===== config.mk =====
export PLATFORM = sky130hd
export DESIGN_NAME = ptod_counter
export DESIGN_NICKNAME = d
export VERILOG_FILES = /design/src/rtl/ptod_pkg.sv /design/src/rtl/ptod_regs.sv /design/src/rtl/ptod_next.sv /design/src/rtl/ptod_counter.sv
export SDC_FILE = /design/constraint.sdc
export NUM_CORES = 1
export LEC_CHECK = 0
export CAP_MARGIN = 25
export CORE_MARGIN = 10
export CORE_UTILIZATION = 48
export DETAILED_ROUTE_END_ITERATION = 12
export PLACE_DENSITY = 0.77
export SLEW_MARGIN = 10
export SYNTH_ARGS = -nofsm -noshare
export SYNTH_HDL_FRONTEND = slang
export SYNTH_SLANG_ARGS = --single-unit

===== constraint.sdc =====
create_clock -name clk -period 13.5 [get_ports clk]
set_input_delay 3.375 -clock clk [delete_from_list [all_inputs] [get_ports clk]]
set_output_delay 3.375 -clock clk [all_outputs]
set_load 0.02 [all_outputs]

===== src/rtl/ptod_pkg.sv =====
// Shared definitions for the time-of-day counter: operation codes,
// register addresses and control-word field positions.
package ptod_pkg;

    // Atomic operation codes carried in the control word.
    typedef enum logic [2:0] {
        OP_NONE = 3'd0,
        OP_SET  = 3'd1,
        OP_INC  = 3'd3,
        OP_DEC  = 3'd4
    } tod_op_e;

    // Register addresses on the write port.
    localparam int unsigned REG_CTRL    = 0;
    localparam int unsigned REG_PERIOD  = 1;
    localparam int unsigned REG_STG_T   = 2;
    localparam int unsigned REG_STG_SEC = 3;

    // Control-word field positions.
    localparam int unsigned CTRL_EN_BIT = 0;
    localparam int unsigned CTRL_OP_LSB = 26;
    localparam int unsigned CTRL_OP_MSB = 28;

    // True for the codes the block acts upon.
    function automatic logic op_is_legal(input logic [2:0] code);
        return (code == OP_SET) || (code == OP_INC) || (code == OP_DEC);
    endfunction

endpackage


===== src/rtl/ptod_regs.sv =====
// Register bank of the time-of-day counter.
// Holds the enable, the one-cycle operation request, the period word and
// the staged operands. Assumes wr_data is at least CTRL_OP_MSB+1 bits wide.
module ptod_regs
    import ptod_pkg::*;
#(
    parameter int unsigned SEC_W  = 32,
    parameter int unsigned NS_W   = 32,
    parameter int unsigned FRAC_W = 32,
    parameter int unsigned ADDR_W = 3
) (
    input  logic                     clk,
    input  logic                     rst_n,
    input  logic                     wr_en,
    input  logic [ADDR_W-1:0]        wr_addr,
    input  logic [NS_W+FRAC_W-1:0]   wr_data,
    output logic                     en_q,
    output tod_op_e                  op_q,
    output logic [NS_W+FRAC_W-1:0]   period_q,
    output logic [NS_W+FRAC_W-1:0]   stg_time_q,
    output logic [SEC_W-1:0]         stg_sec_q
);

    logic [2:0] wr_code;

    // Extract the requested operation code from the write data.
    always_comb wr_code = wr_data[CTRL_OP_MSB:CTRL_OP_LSB];

    // Capture writes; the operation request lasts for one cycle only.
    always_ff @(posedge clk) begin
        if (!rst_n) begin
            en_q       <= 1'b0;
            op_q       <= OP_NONE;
            period_q   <= '0;
            stg_time_q <= '0;
            stg_sec_q  <= '0;
        end else begin
            op_q <= OP_NONE;
            if (wr_en) begin
                if (wr_addr == ADDR_W'(REG_CTRL)) begin
                    en_q <= wr_data[CTRL_EN_BIT];
                    if (op_is_legal(wr_code)) begin
                        op_q <= tod_op_e'(wr_code);
                    end
                end else if (wr_addr == ADDR_W'(REG_PERIOD)) begin
                    period_q <= wr_data;
                end else if (wr_addr == ADDR_W'(REG_STG_T)) begin
                    stg_time_q <= wr_data;
                end else if (wr_addr == ADDR_W'(REG_STG_SEC)) begin
                    stg_sec_q <= wr_data[SEC_W-1:0];
                end
            end
        end
    end

endmodule


===== src/rtl/ptod_next.sv =====
// Next-state arithmetic of the time-of-day counter.
// Purely combinational: advances by the period, or applies set, increment
// or decrement, with rollover at NS_PER_SEC that keeps the excess.
// Assumes the current nanoseconds, period and deltas are each below one second.
module ptod_next
    import ptod_pkg::*;
#(
    parameter int unsigned SEC_W      = 32,
    parameter int unsigned NS_W       = 32,
    parameter int unsigned FRAC_W     = 32,
    parameter int unsigned NS_PER_SEC = 1_000_000_000
) (
    input  logic                   en,
    input  tod_op_e                op,
    input  logic [NS_W+FRAC_W-1:0] period,
    input  logic [NS_W+FRAC_W-1:0] stg_time,
    input  logic [SEC_W-1:0]       stg_sec,
    input  logic [SEC_W-1:0]       cur_sec,
    input  logic [NS_W+FRAC_W-1:0] cur_time,
    output logic [SEC_W-1:0]       nxt_sec,
    output logic [NS_W+FRAC_W-1:0] nxt_time
);

    localparam int unsigned TIME_W = NS_W + FRAC_W;
    localparam logic [NS_W-1:0] NS_LIM = NS_W'(NS_PER_SEC);
    localparam logic [TIME_W:0] ROLL  = {1'b0, NS_LIM, {FRAC_W{1'b0}}};

    logic [TIME_W:0] cur_x;
    logic [TIME_W:0] addend;
    logic [TIME_W:0] sum;
    logic [TIME_W:0] diff;
    logic [TIME_W:0] wrapped;

    // Form the sum for advance/increment and the difference for decrement.
    always_comb begin
        cur_x  = {1'b0, cur_time};
        addend = (op == OP_INC) ? {1'b0, stg_time} : {1'b0, period};
        sum    = cur_x + addend;
        diff   = cur_x - {1'b0, stg_time};
        wrapped = diff + ROLL;
    end

    // Select the next time according to the pending operation.
    always_comb begin
        nxt_sec  = cur_sec;
        nxt_time = cur_time;
        case (op)
            OP_SET: begin
                nxt_sec  = stg_sec;
                nxt_time = stg_time;
            end
            OP_DEC: begin
                if (diff[TIME_W]) begin
                    nxt_time = wrapped[TIME_W-1:0];
                    nxt_sec  = cur_sec - 1'b1;
                end else begin
                    nxt_time = diff[TIME_W-1:0];
                end
            end
            default: begin
                if ((op == OP_INC) || en) begin
                    if (sum >= ROLL) begin
                        nxt_time = TIME_W'(sum - ROLL);
                        nxt_sec  = cur_sec + 1'b1;
                    end else begin
                        nxt_time = sum[TIME_W-1:0];
                    end
                end
            end
        endcase
    end

endmodule


===== src/rtl/ptod_counter.sv =====
// Time-of-day counter top level.
// Instantiates the register bank and the next-state arithmetic and holds
// the live seconds and {nanoseconds, fraction} state.
// Assumes the programmed period is below one second.
module ptod_counter
    import ptod_pkg::*;
#(
    parameter int unsigned SEC_W      = 32,
    parameter int unsigned NS_W       = 32,
    parameter int unsigned FRAC_W     = 32,
    parameter int unsigned ADDR_W     = 3,
    parameter int unsigned NS_PER_SEC = 1_000_000_000
) (
    input  logic                   clk,
    input  logic                   rst_n,
    input  logic                   wr_en,
    input  logic [ADDR_W-1:0]      wr_addr,
    input  logic [NS_W+FRAC_W-1:0] wr_data,
    output logic [SEC_W-1:0]       tod_sec,
    output logic [NS_W-1:0]        tod_ns,
    output logic [FRAC_W-1:0]      tod_frac,
    output logic                   count_on,
    output logic [2:0]             op_pend
);

    localparam int unsigned TIME_W = NS_W + FRAC_W;

    logic              en_q;
    tod_op_e           op_q;
    logic [TIME_W-1:0] period_q;
    logic [TIME_W-1:0] stg_time_q;
    logic [SEC_W-1:0]  stg_sec_q;
    logic [SEC_W-1:0]  sec_q;
    logic [TIME_W-1:0] time_q;
    logic [SEC_W-1:0]  sec_d;
    logic [TIME_W-1:0] time_d;

    ptod_regs #(
        .SEC_W (SEC_W),
        .NS_W  (NS_W),
        .FRAC_W(FRAC_W),
        .ADDR_W(ADDR_W)
    ) i_regs (
        .clk       (clk),
        .rst_n     (rst_n),
        .wr_en     (wr_en),
        .wr_addr   (wr_addr),
        .wr_data   (wr_data),
        .en_q      (en_q),
        .op_q      (op_q),
        .period_q  (period_q),
        .stg_time_q(stg_time_q),
        .stg_sec_q (stg_sec_q)
    );

    ptod_next #(
        .SEC_W     (SEC_W),
        .NS_W      (NS_W),
        .FRAC_W    (FRAC_W),
        .NS_PER_SEC(NS_PER_SEC)
    ) i_next (
        .en      (en_q),
        .op      (op_q),
        .period  (period_q),
        .stg_time(stg_time_q),
        .stg_sec (stg_sec_q),
        .cur_sec (sec_q),
        .cur_time(time_q),
        .nxt_sec (sec_d),
        .nxt_time(time_d)
    );

    // Hold the live time; every edge takes the computed next value.
    always_ff @(posedge clk) begin
        if (!rst_n) begin
            sec_q  <= '0;
            time_q <= '0;
        end else begin
            sec_q  <= sec_d;
            time_q <= time_d;
        end
    end

    // Drive the outputs from the held state.
    always_comb begin
        tod_sec  = sec_q;
        tod_ns   = time_q[TIME_W-1:FRAC_W];
        tod_frac = time_q[FRAC_W-1:0];
        count_on = en_q;
        op_pend  = op_q;
    end

endmodule


==> impl_results.md <==
* Die boundary height at 231.2 microns
* Most frequent cells in the layout: 603 x nand2_1, 430 x a21oi_1, 276 x o21ai_0
* Total CTS buffers at 35
* Hold-fix buffers, CTS at 0
* Critical path endpoint category: flip-flop
* NumNets Final at 3,349
* Buffers and inverters on the worst path at 2
* CP max stage delay at 0.60 ns
* Drt via density at 6.339
* Nature of the critical path startpoint: flip-flop
* Leading cell type in the layout, fill and taps excluded: nand2_1
* DR pass1 iterations at 6
* Final GP Congestion at 1.020
* Clock Pin Slew Worst Setup and Hold Paths at 0.06 ns
* DRC viols at 0
* Tmin final at 7.487 ns
* Final worst slack at 6.013 ns
* H-tree depth at 2
* Worst slack, placed at 6.196 ns
* Final total power at 2581 uW
* Share of flip-flops with an asynchronous set or reset at 0
* Clock Path Buffers at 3
* Total GRT Usage at 0.3062
* Die Wd at 231.2 microns
* Register area share after synthesis at 0.2432
* WL/cell at 22.91 microns
* Initial Util at 0.4851
* Global-route wire length before repair at 130,800 microns
* Num Clock Sinks at 260
* Synth Net Count at 3,299
* Worst hold path class: flip-flop to flip-flop
* PD cells at 105.0 nW/um^2
* CP max stage cell: or4b_1
* Sum Neg Setup Slack at 0 ns
* Hold path start: i_regs.stg_sec_q[10]
* Fraction of layout cells with a size suffix above 1 at 0.04200
* Max cap viols at 0
* Final Max Slew Viols at 0
* CP Data Required Time at 13.96 ns
* Clock share of power at 0.371
* Number of global-route vias before repair at 22,536
* Achievable Freq at 0.1336 GHz
* Total gr overflow at 0
* Fin. Hold Viols at 0
* Largest net degree at the start of global routing at 108
* Post-CTS Setup Bufs at 0
* Mapped Cells at 3,067
* Routed WL at 85,570 microns
* Static leakage at 0.009452 uW
* Reg area at 5205 sq um
* Design internal power at 1651 uW
* Seq cells post-synth at 260
* Sw frac at 0.3602
* Synth unique cells at 87
* Critical path's top delay family: simple AND/OR/NAND/NOR gates
* Multi-input gate area at 15,200 sq um
* Initial antenna violation count at 0
* Slew headroom at 0.2836
* Skew-Pair Late Insertion Delay at 0.59 ns
* WS Path Type: flip-flop to flip-flop
* Comb power frac at 0.317
* Antenna Nets Post-Route at 0
* Largest vdd supply drop at 0.09559 mV
* Area Overhead vs Synth at 14.81%
* R2R Path Start: i_regs.op_q[0]
* Ports at 170
* Critical path arrival at 7.95 ns
* Ys flop type: dfxtp_1
* Final setup fails at 0
* Detail Placement HPWL at 64,110 microns
* Run status: finished, final reports clean
* Die Footprint at 53,440 sq um
* Cell Rows at 77
* # diodes at 0
* Ratio of final minimum period to clock period at 0.5546
* Synthesized area at 21,400 sq um
* RSZ-0062 raised after global routing: false
* Yosys warns at 0
* Reg power frac at 0.312
* Syn_area_per_cell at 6.979 sq um
* Filler Cells Inserted at 4,306
* Worst Skew at 0.03155 ns
* CTS tree: built
* Iter 0 DRT Violations at 2,306
* CP startpoint: i_regs.op_q[0]
* CTS resizes at 0
* CTS root buffer: clkbuf_16
* Number of synthesized flops with an enable pin at 0
* Core area at 44,120 sq um
* Psw at 929.6 uW
* Vias post-DR at 23,677
* Worst-path cell chain: nor2b_1 > nand2_4 > buf_4 > nand2_1 > o21ai_0 > ha_1 > o21ai_0 > o211ai_1 > nand4_1 > o31ai_1 > xor2_1 > a211oi_1 > nand4_1 > or4b_1 > or4_1 > nor4_2 > nor4_2 > a21boi_4 > buf_4 > o311ai_0 > o211a_1
* CP Max Fanout at 88
* Slew @ Worst Pin at 1.073 ns
* Port buffer count at 169
## sequential cells by signal, summed over array words and instances, names as in the netlist
name               cells
i_regs.period_q       64
time_q                64
i_regs.stg_time_q     64
i_regs.stg_sec_q      32
i_regs.op_q            3
i_regs.en_q            1
tod_sec               32
## worst reg2reg max path, cell delays in order (launching register included)
cell and delay, ns:
dfxtp_1 0.37, nor2b_1 0.42, nand2_4 0.32, buf_4 0.49, nand2_1 0.28, o21ai_0 0.10
ha_1 0.46, o21ai_0 0.13, o211ai_1 0.38, nand4_1 0.27, o31ai_1 0.55, xor2_1 0.24
a211oi_1 0.30, nand4_1 0.13, or4b_1 0.60, or4_1 0.57, nor4_2 0.47, nor4_2 0.15
a21boi_4 0.16, buf_4 0.51, o311ai_0 0.28, o211a_1 0.19
## power by group through the flow
stage	sequential [uW]	clock [uW]	combinational [uW]
after floorplan	823	0	530
after global placement	822	0	779
after detailed placement	822	0	784
after CTS	806	969	790
after global routing	808	998	872
final	806	957	818
## area by class of cell
class	count	share of cell area
tap	592	0.03014
clock inverter	15	0.006924
timing repair buffer	196	0.07739
inverter	96	0.01487
multi-input combinational	2528	0.6184
sequential	260	0.2118
clock buffer	48	0.04048
## metal layers
layer | vias up | track usage | wire length [microns]
met4 | 0 | 0.1819 | 5278
met3 | 255 | 0.05057 | 6339
met1 | 11245 | 0.3730 | 34700
met5 | - | 0 | 0
li1 | 11147 | - | -
met2 | 1030 | 0.5019 | 39250
## cell usage after synthesis, types with 39 or more instances
cell type | count | area share
ha_1 | 159 | 0.093
a211oi_1 | 46 | 0.016
a21oi_1 | 430 | 0.10
clkbuf_1 | 165 | 0.029
xnor2_1 | 91 | 0.037
nand4_1 | 56 | 0.016
inv_1 | 95 | 0.017
nor2_1 | 182 | 0.032
dfxtp_1 | 260 | 0.24
nand3_1 | 39 | 0.0091
o21ai_0 | 277 | 0.065
nand2_1 | 604 | 0.11
a221oi_1 | 52 | 0.021
xor2_1 | 66 | 0.027
nor3_1 | 47 | 0.011
a21o_1 | 54 | 0.019
## through the flow
| stage | hold slack [ns] | cells | utilization | instance area [sq um] |
|---|---|---|---|---|
| floorplan | 0.4317 | 3067 | - | 21400 |
| global placement | 0.4396 | 3671 | 0.5301 | 23390 |
| detailed placement | 0.4470 | 3671 | 0.5301 | 23390 |
| CTS | 0.4544 | 3734 | 0.5565 | 24550 |
| global route | 0.4749 | 3735 | 0.5569 | 24570 |
| finish | 0.4522 | 3735 | 0.5569 | 24570 |
## cell families after synthesis
family                     count (synthesis)  share of synthesized area
AOI/OAI and AO/OA                       1104                     0.3150
and+or+nand+nor                         1092                     0.2260
buffers and inverters                    279                    0.04963
DFF                                      260                     0.2432
adders and majority gates                162                    0.09575
xor gates and xnor gates                 157                    0.06424
muxes                                     13                   0.006196
## final timing paths
check / cells after the start / endpoint / slack [ns]
setup / recovery: 21 / tod_sec[25] / 6.01
hold / removal: 2 / i_regs.stg_sec_q[10] / 0.45
setup reg to reg: 21 / tod_sec[25] / 6.01
hold reg to reg: 2 / i_regs.stg_sec_q[10] / 0.45
Note: power is estimated with default switching activity, not from simulation.
